--- config.mk ---
export PLATFORM = sky130hd
export DESIGN_NAME = audio_burst_packer
export DESIGN_NICKNAME = d
export VERILOG_FILES = /design/src/rtl/apk_pkg.sv /design/src/rtl/apk_frame_packer.sv /design/src/rtl/apk_word_fifo.sv /design/src/rtl/apk_burst_ctrl.sv /design/src/rtl/audio_burst_packer.sv
export SDC_FILE = /design/constraint.sdc
export NUM_CORES = 2
export LEC_CHECK = 0
export BUFFER_PORTS_ARGS = -buffer_cell sky130_fd_sc_hd__buf_4
export CAP_MARGIN = 20
export CORE_MARGIN = 3
export CORE_UTILIZATION = 60
export CTS_CLUSTER_DIAMETER = 40
export DETAILED_ROUTE_END_ITERATION = 12
export PLACE_DENSITY_LB_ADDON = 0.2
export SETUP_SLACK_MARGIN = 0.05
export SKIP_CTS_REPAIR_TIMING = 1
export SYNTH_ARGS = -nofsm -noshare
export SYNTH_HDL_FRONTEND = slang
export SYNTH_SLANG_ARGS = --single-unit
--- constraint.sdc ---
create_clock -name clk -period 6.8 [get_ports clk]
set_input_delay 0.34 -clock clk [delete_from_list [all_inputs] [get_ports clk]]
set_output_delay 0.34 -clock clk [all_outputs]
set_load 0.005 [all_outputs]
--- src/rtl/apk_pkg.sv ---
package apk_pkg;
  localparam int WORD_W = 32;

  typedef enum logic [1:0] {
    FMT_S16  = 2'b00,
    FMT_S32  = 2'b01,
    FMT_RAW  = 2'b10,
    FMT_RAWB = 2'b11
  } fmt_e;

  function automatic logic [WORD_W-1:0] byte_rev(input logic [WORD_W-1:0] w);
    logic [WORD_W-1:0] r;
    for (int b = 0; b < WORD_W/8; b++) begin
      r[b*8 +: 8] = w[(WORD_W/8-1-b)*8 +: 8];
    end
    return r;
  endfunction
endpackage

--- src/rtl/apk_frame_packer.sv ---
module apk_frame_packer
  import apk_pkg::*;
(
  input  logic [1:0]        fmt_sel,
  input  logic              big_endian,
  input  logic [WORD_W-1:0] left,
  input  logic [WORD_W-1:0] right,
  output logic [WORD_W-1:0] word0,
  output logic [WORD_W-1:0] word1,
  output logic [1:0]        nwords
);
  logic [WORD_W-1:0] p0, p1;

  always_comb begin
    p1 = '0;
    unique case (fmt_e'(fmt_sel))
      FMT_S16: begin
        p0     = {right[WORD_W/2-1:0], left[WORD_W/2-1:0]};
        nwords = 2'd1;
      end
      FMT_S32: begin
        p0     = left;
        p1     = right;
        nwords = 2'd2;
      end
      default: begin
        p0     = left;
        nwords = 2'd1;
      end
    endcase
    word0 = big_endian ? byte_rev(p0) : p0;
    word1 = big_endian ? byte_rev(p1) : p1;
  end
endmodule

--- src/rtl/apk_word_fifo.sv ---
module apk_word_fifo #(
  parameter int DEPTH = 32,
  parameter int W     = 32,
  localparam int AW   = $clog2(DEPTH)
) (
  input  logic          clk,
  input  logic          rst_n,
  input  logic [1:0]    push_n,
  input  logic [W-1:0]  din0,
  input  logic [W-1:0]  din1,
  input  logic          pop,
  output logic [W-1:0]  dout,
  output logic [AW:0]   level
);
  localparam logic [AW-1:0] ONE = AW'(1);

  logic [W-1:0]  mem [DEPTH];
  logic [AW-1:0] wp, rp;

  always_ff @(posedge clk) begin
    if (push_n != 2'd0) mem[wp] <= din0;
    if (push_n == 2'd2) mem[wp + ONE] <= din1;
  end

  always_ff @(posedge clk) begin
    if (!rst_n) begin
      wp    <= '0;
      rp    <= '0;
      level <= '0;
    end else begin
      wp    <= wp + AW'(push_n);
      if (pop) rp <= rp + ONE;
      level <= level + (AW+1)'(push_n) - (AW+1)'(pop);
    end
  end

  assign dout = mem[rp];
endmodule

--- src/rtl/apk_burst_ctrl.sv ---
module apk_burst_ctrl #(
  parameter int DEPTH = 32,
  parameter int BURST = 16,
  localparam int LW   = $clog2(DEPTH) + 1,
  localparam int BW   = $clog2(BURST),
  localparam int NB   = DEPTH / BURST,
  localparam int CW   = $clog2(NB + 1)
) (
  input  logic          clk,
  input  logic          rst_n,
  input  logic          cap_en,
  input  logic          in_valid,
  input  logic [1:0]    need,
  input  logic [LW-1:0] level,
  input  logic          wr_ready,
  input  logic          bw_err_clr,
  output logic [1:0]    push_n,
  output logic          pad,
  output logic          pop,
  output logic          wr_valid,
  output logic          wr_last,
  output logic          bw_err
);
  logic [BW-1:0] fill_cnt, rd_cnt;
  logic [CW-1:0] bursts;
  logic [LW-1:0] free;
  logic [BW:0]   sum;
  logic          accept, drop, burst_done, pop_last;

  always_comb begin
    free       = LW'(DEPTH) - level;
    accept     = cap_en && in_valid && (free >= LW'(need));
    drop       = cap_en && in_valid && (free <  LW'(need));
    pad        = !cap_en && (fill_cnt != '0) && (free != '0);
    push_n     = accept ? need : (pad ? 2'd1 : 2'd0);
    sum        = {1'b0, fill_cnt} + (BW+1)'(push_n);
    burst_done = sum >= (BW+1)'(BURST);
    wr_valid   = bursts != '0;
    wr_last    = rd_cnt == BW'(BURST - 1);
    pop        = wr_valid && wr_ready;
    pop_last   = pop && wr_last;
  end

  always_ff @(posedge clk) begin
    if (!rst_n) begin
      fill_cnt <= '0;
      rd_cnt   <= '0;
      bursts   <= '0;
      bw_err   <= 1'b0;
    end else begin
      fill_cnt <= sum[BW-1:0];
      if (pop) rd_cnt <= rd_cnt + BW'(1);
      bursts   <= bursts + CW'(burst_done) - CW'(pop_last);
      if (drop)            bw_err <= 1'b1;
      else if (bw_err_clr) bw_err <= 1'b0;
    end
  end
endmodule

--- src/rtl/audio_burst_packer.sv ---
module audio_burst_packer
  import apk_pkg::*;
#(
  parameter int BURST_WORDS = 16,
  parameter int BUF_BURSTS  = 2,
  localparam int DEPTH      = BURST_WORDS * BUF_BURSTS,
  localparam int LW         = $clog2(DEPTH) + 1
) (
  input  logic              clk,
  input  logic              rst_n,
  input  logic              cap_en,
  input  logic [1:0]        fmt_sel,
  input  logic              big_endian,
  input  logic              bw_err_clr,
  input  logic              in_valid,
  input  logic [WORD_W-1:0] in_left,
  input  logic [WORD_W-1:0] in_right,
  output logic              wr_valid,
  input  logic              wr_ready,
  output logic [WORD_W-1:0] wr_data,
  output logic              wr_last,
  output logic              bw_err
);
  logic [WORD_W-1:0] w0, w1, din0, din1;
  logic [1:0]        need, push_n;
  logic [LW-1:0]     fifo_level;
  logic              pad, pop;

  apk_frame_packer u_pack (
    .fmt_sel(fmt_sel), .big_endian(big_endian), .left(in_left), .right(in_right),
    .word0(w0), .word1(w1), .nwords(need)
  );

  assign din0 = pad ? '0 : w0;
  assign din1 = w1;

  apk_burst_ctrl #(.DEPTH(DEPTH), .BURST(BURST_WORDS)) u_ctrl (
    .clk(clk), .rst_n(rst_n), .cap_en(cap_en), .in_valid(in_valid), .need(need),
    .level(fifo_level), .wr_ready(wr_ready), .bw_err_clr(bw_err_clr),
    .push_n(push_n), .pad(pad), .pop(pop), .wr_valid(wr_valid),
    .wr_last(wr_last), .bw_err(bw_err)
  );

  apk_word_fifo #(.DEPTH(DEPTH), .W(WORD_W)) u_fifo (
    .clk(clk), .rst_n(rst_n), .push_n(push_n), .din0(din0), .din1(din1),
    .pop(pop), .dout(wr_data), .level(fifo_level)
  );
endmodule

==> report_table.html <==
<table>
<tr><th>Metric</th><th>Value</th></tr>
<tr><th colspan="2">GRT</th></tr>
<tr><td>GRT Residual Overflow</td><td>0</td></tr>
<tr><td>Global-route wire length before repair</td><td>~230000 um</td></tr>
<tr><td>Number of antenna violations at the first check in global routing</td><td>5</td></tr>
<tr><td>Via count of the first global-routing pass</td><td>32.69k</td></tr>
<tr><td>Largest net degree at the start of global routing</td><td>approximately 110</td></tr>
<tr><td>Total track usage</td><td>around 34%</td></tr>
<tr><th colspan="2">Synth</th></tr>
<tr><td>Most numerous cell in the Yosys netlist</td><td>sky130_fd_sc_hd__mux2i_1</td></tr>
<tr><td>Number of synthesized register bits</td><td>1056</td></tr>
<tr><td>Number of nets in the synthesized netlist</td><td>roughly 3.4k</td></tr>
<tr><td>Number of warning messages in the yosys log</td><td>0</td></tr>
<tr><td>Yosys cell types</td><td>60</td></tr>
<tr><td>Post-synthesis instance area</td><td>between 50000 and 60000 um^2</td></tr>
<tr><td>Share of flip-flops with an asynchronous set or reset</td><td>0%</td></tr>
<tr><td>Synth Instances</td><td>3261</td></tr>
<tr><td>Syn_area_per_cell</td><td>16.74 um^2</td></tr>
<tr><td>Sequential fraction of the synthesis area</td><td>57.50%</td></tr>
<tr><td>Area contributors post-synth</td><td>sky130_fd_sc_hd__edfxtp_1, sky130_fd_sc_hd__mux2i_1, sky130_fd_sc_hd__mux4_2, sky130_fd_sc_hd__mux2_2, sky130_fd_sc_hd__buf_2</td></tr>
<tr><td>Top post-synthesis cells by count</td><td>sky130_fd_sc_hd__mux2i_1, sky130_fd_sc_hd__edfxtp_1, sky130_fd_sc_hd__mux4_2</td></tr>
<tr><td>Dominant register cell in the synthesized netlist</td><td>sky130_fd_sc_hd__edfxtp_1</td></tr>
<tr><td>Number of enable-type register cells in the synthesized netlist</td><td>approximately 1.0k</td></tr>
<tr><td>Post-synth top area share</td><td>56.33%</td></tr>
<tr><td>Dominant cell type by area after synthesis</td><td>sky130_fd_sc_hd__edfxtp_1</td></tr>
<tr><th colspan="2">Critical path</th></tr>
<tr><td>Worst setup startpoint</td><td>u_fifo.level[3]</td></tr>
<tr><td>Arrival @ worst endpoint</td><td>around 5 ns</td></tr>
<tr><td>Number of cells on the worst reg-to-reg path</td><td>9</td></tr>
<tr><td>Endpoint required time on the critical path</td><td>7.20 ns</td></tr>
<tr><td>Worst reg2reg path startpoint</td><td>u_fifo.level[3]</td></tr>
<tr><td>Type of element launching the critical path</td><td>register</td></tr>
<tr><td>R2R setup slack</td><td>between 2 and 2.5 ns</td></tr>
<tr><td>Crit-path max FO</td><td>33</td></tr>
<tr><td>Worst reg2reg path endpoint</td><td>u_fifo.mem[8][15]</td></tr>
<tr><td>Kind of capture point of the worst setup path</td><td>register</td></tr>
<tr><td>Startpoint-to-endpoint class of the critical path</td><td>reg -&gt; reg</td></tr>
<tr><th colspan="2">Min path</th></tr>
<tr><td>Hold path depth</td><td>4</td></tr>
<tr><td>Class of the tightest hold or removal check</td><td>in -&gt; reg</td></tr>
<tr><td>Hold EP</td><td>u_fifo.mem[27][4]</td></tr>
<tr><td>Hold Path Origin</td><td>in_right[28]</td></tr>
<tr><th colspan="2">Timing</th></tr>
<tr><td>Achievable Freq</td><td>218.2 MHz</td></tr>
<tr><td>Worst path setup slack after routing</td><td>2.216 ns</td></tr>
<tr><td>Final setup violating endpoints</td><td>0</td></tr>
<tr><td>Final hold vios</td><td>0</td></tr>
<tr><td>Post-route setup TNS</td><td>0 ns</td></tr>
<tr><td>Tcrit/Tclk final</td><td>67.41%</td></tr>
<tr><td>Worst hold slack across all endpoints</td><td>0.2947 ns</td></tr>
<tr><td>Max-slew violation count</td><td>0</td></tr>
<tr><td>Worst-case headroom to the max-slew limit</td><td>8.902%</td></tr>
<tr><td>Post-route minimum period</td><td>4.584 ns</td></tr>
<tr><td>RSZ-0062 raised after global routing</td><td>false</td></tr>
<tr><td>Worst Clk Skew</td><td>between 0.03 and 0.04 ns</td></tr>
<tr><td>Worst slew pin tran</td><td>1.328 ns</td></tr>
<tr><th colspan="2">Finish</th></tr>
<tr><td>Fill cell total of the finished layout</td><td>5722</td></tr>
<tr><td>Area growth syn-to-layout</td><td>12.54%</td></tr>
<tr><td>Final net count</td><td>3322</td></tr>
<tr><td>Fraction of layout cells with a size suffix above 1</td><td>28.31%</td></tr>
<tr><td>Total non-filler cell area in the finished layout</td><td>between 60000 and 70000 um^2</td></tr>
<tr><td>Non-filler cells, final</td><td>4507</td></tr>
<tr><th colspan="2">Floorplanning</th></tr>
<tr><td>Die Span Y</td><td>307.6 um</td></tr>
<tr><td>Std-Cell Rows</td><td>109</td></tr>
<tr><td>Core area</td><td>89330 um^2</td></tr>
<tr><td>Effective utilization at floorplan</td><td>61.11%</td></tr>
<tr><td>Die Span X</td><td>307.6 um</td></tr>
<tr><td>Die Footprint</td><td>around 95000 um^2</td></tr>
<tr><td>Total I/O pin count</td><td>roughly 110</td></tr>
<tr><th colspan="2">Power</th></tr>
<tr><td>Peak supply drop</td><td>276.6 uV</td></tr>
<tr><td>Pwr/cell area</td><td>around 310 nW/um^2</td></tr>
<tr><td>Static leakage</td><td>0.02611 uW</td></tr>
<tr><th colspan="2">Route</th></tr>
<tr><td>Post-detailed-route DRC marker count</td><td>0</td></tr>
<tr><td>Antenna-violating nets left</td><td>0</td></tr>
<tr><td>Aggregate routed wire length</td><td>159300 um</td></tr>
<tr><td>Number of search-and-repair iterations in the first detailed-routing pass</td><td>7</td></tr>
<tr><td>Via count</td><td>approximately 32k</td></tr>
<tr><td>Routed length per placed instance</td><td>35.34 um</td></tr>
<tr><td>Number of DRC markers in iteration 0</td><td>~4.9k</td></tr>
<tr><td>Via density per instance</td><td>7.169</td></tr>
<tr><th colspan="2">Place</th></tr>
<tr><td>Gpl congestion</td><td>0.8899</td></tr>
<tr><td>DP Area</td><td>56270 um^2</td></tr>
<tr><td>IO Port Bufs</td><td>around 110</td></tr>
<tr><td>Detail Placement HPWL</td><td>between 90000 and 100000 um</td></tr>
<tr><td>Cell total after placement</td><td>around 4.2k</td></tr>
<tr><td>Worst Setup Slack post-DPL</td><td>1.880 ns</td></tr>
<tr><th colspan="2">Clock network</th></tr>
<tr><td>H-tree depth</td><td>4</td></tr>
<tr><td>Reg clk slew, reported paths</td><td>0.05 ns</td></tr>
<tr><td>TritonCTS clock tree</td><td>yes</td></tr>
<tr><td>Clock tree sinks</td><td>around 1.1k</td></tr>
<tr><td>Longest Clk Path Bufs</td><td>3</td></tr>
<tr><td>Number of buffers added by the clock tree synthesis step</td><td>143</td></tr>
<tr><td>Worst skew pair latency</td><td>around 0.75 ns</td></tr>
<tr><td>Clock Tree Root</td><td>sky130_fd_sc_hd__clkbuf_16</td></tr>
<tr><th colspan="2">Run</th></tr>
<tr><td>Max-capacitance violation count</td><td>0</td></tr>
<tr><th colspan="2">Run status</th></tr>
<tr><td>Result of the run</td><td>completed</td></tr>
</table>
worst max-delay path, cell delays in order (launching register included):
cell,delay (ns)
sky130_fd_sc_hd__dfxtp_1,0.38
sky130_fd_sc_hd__inv_1,0.11
sky130_fd_sc_hd__ha_1,0.22
sky130_fd_sc_hd__xor2_1,0.19
sky130_fd_sc_hd__nor3_2,0.10
sky130_fd_sc_hd__o2111ai_4,0.44
sky130_fd_sc_hd__buf_4,0.71
sky130_fd_sc_hd__nand4_4,0.95
sky130_fd_sc_hd__o21ai_4,0.66
sky130_fd_sc_hd__buf_4,0.42
worst max-delay path by stage:
| stage | cells after the start | to | slack [ns] |
|---|---|---|---|
| after floorplan | 10 | u_fifo.mem[25][0] | 2.25 |
| after global routing | 9 | u_fifo.mem[8][18] | 2.08 |
| after global placement | 10 | u_fifo.mem[4][14] | 1.92 |
| after CTS | 9 | u_fifo.mem[4][11] | 2.09 |
| final | 9 | u_fifo.mem[8][15] | 2.22 |
| after detailed placement | 10 | u_fifo.mem[4][14] | 1.88 |
layout by cell type (no fill, tap or decap), types with 22 or more instances in the layout:
| cell | Yosys | final |
|---|---|---|
| sky130_fd_sc_hd__nor2_1 | 26 | 26 |
| sky130_fd_sc_hd__buf_4 | 56 | 199 |
| sky130_fd_sc_hd__o21ai_4 | 0 | 22 |
| sky130_fd_sc_hd__dfxtp_1 | 32 | 27 |
| sky130_fd_sc_hd__clkbuf_16 | 0 | 148 |
| sky130_fd_sc_hd__mux2_2 | 64 | 64 |
| sky130_fd_sc_hd__nand2_1 | 93 | 90 |
| sky130_fd_sc_hd__clkinv_1 | 1 | 27 |
| sky130_fd_sc_hd__mux2i_1 | 1041 | 1041 |
| sky130_fd_sc_hd__mux4_2 | 320 | 320 |
| sky130_fd_sc_hd__edfxtp_1 | 1024 | 1024 |
sequential cells by signal, indices dropped and copies added, names as in the netlist, named ones only:
signal and cells:
u_fifo.rp 5, u_fifo.mem 1024, u_ctrl.rd_cnt 4, u_fifo.level 6, u_fifo.wp 5, u_ctrl.fill_cnt 4
u_ctrl.bw_err 1, u_ctrl.bursts 2
through the flow:
step	total power (uW)	utilization (%)
2_1_floorplan	10170	-
3_3_place_gp	11110	62.80
3_5_place_dp	11310	62.99
4_1_cts	18790	68.34
5_1_grt	19410	68.77
6_report	18850	68.77
kinds of logic (layout without fill, tap and decap cells):
| family | count (synthesis) | in the layout | synth area share (%) |
|---|---|---|---|
| AOI/OAI and AO/OA | 104 | 104 | 1.329 |
| xor gates and xnor gates | 18 | 18 | 0.2888 |
| adders and majority gates | 24 | 24 | 0.5913 |
| buffers and inverters | 431 | 511 | 4.275 |
| DFF | 1056 | 1056 | 57.50 |
| muxes | 1425 | 1425 | 33.61 |
| other | 0 | 1 | 0 |
| and+or+nand+nor | 203 | 203 | 2.404 |
layer usage:
layer / vias up / wire (um) / global-route usage [%] / share of wire (%)
met3: 352 / 20970 / 10.12 / 13
met2: 2261 / 73800 / 52.03 / 46
met4: 6 / 5491 / 11.86 / 3.4
li1: 12880 / - / - / -
met5: - / 40 / 0 / 0.025
met1: 16810 / 58990 / 47.09 / 37
area by class of cell:
cell class / count / area [um^2] / share of cell area [%]
Sequential cell: 1056 / 31410 / 51.12
Multi-Input combinational cell: 1774 / 21590 / 35.15
Clock buffer: 165 / 3777 / 6.149
Timing Repair Buffer: 227 / 2105 / 3.426
Tap cell: 1165 / 1458 / 2.373
Clock inverter: 96 / 1006 / 1.637
Inverter: 23 / 86.33 / 0.1405
Antenna cell: 1 / 2.502 / 0.004073
where the power goes:
part           switching [uW]  total, uW  internal [uW]
clock                    2910       7540           4620
sequential               75.8       7900           7830
combinational            2150       3410           1260
total                    5140      18800          13700
Note: power is estimated with default switching activity, not from simulation.
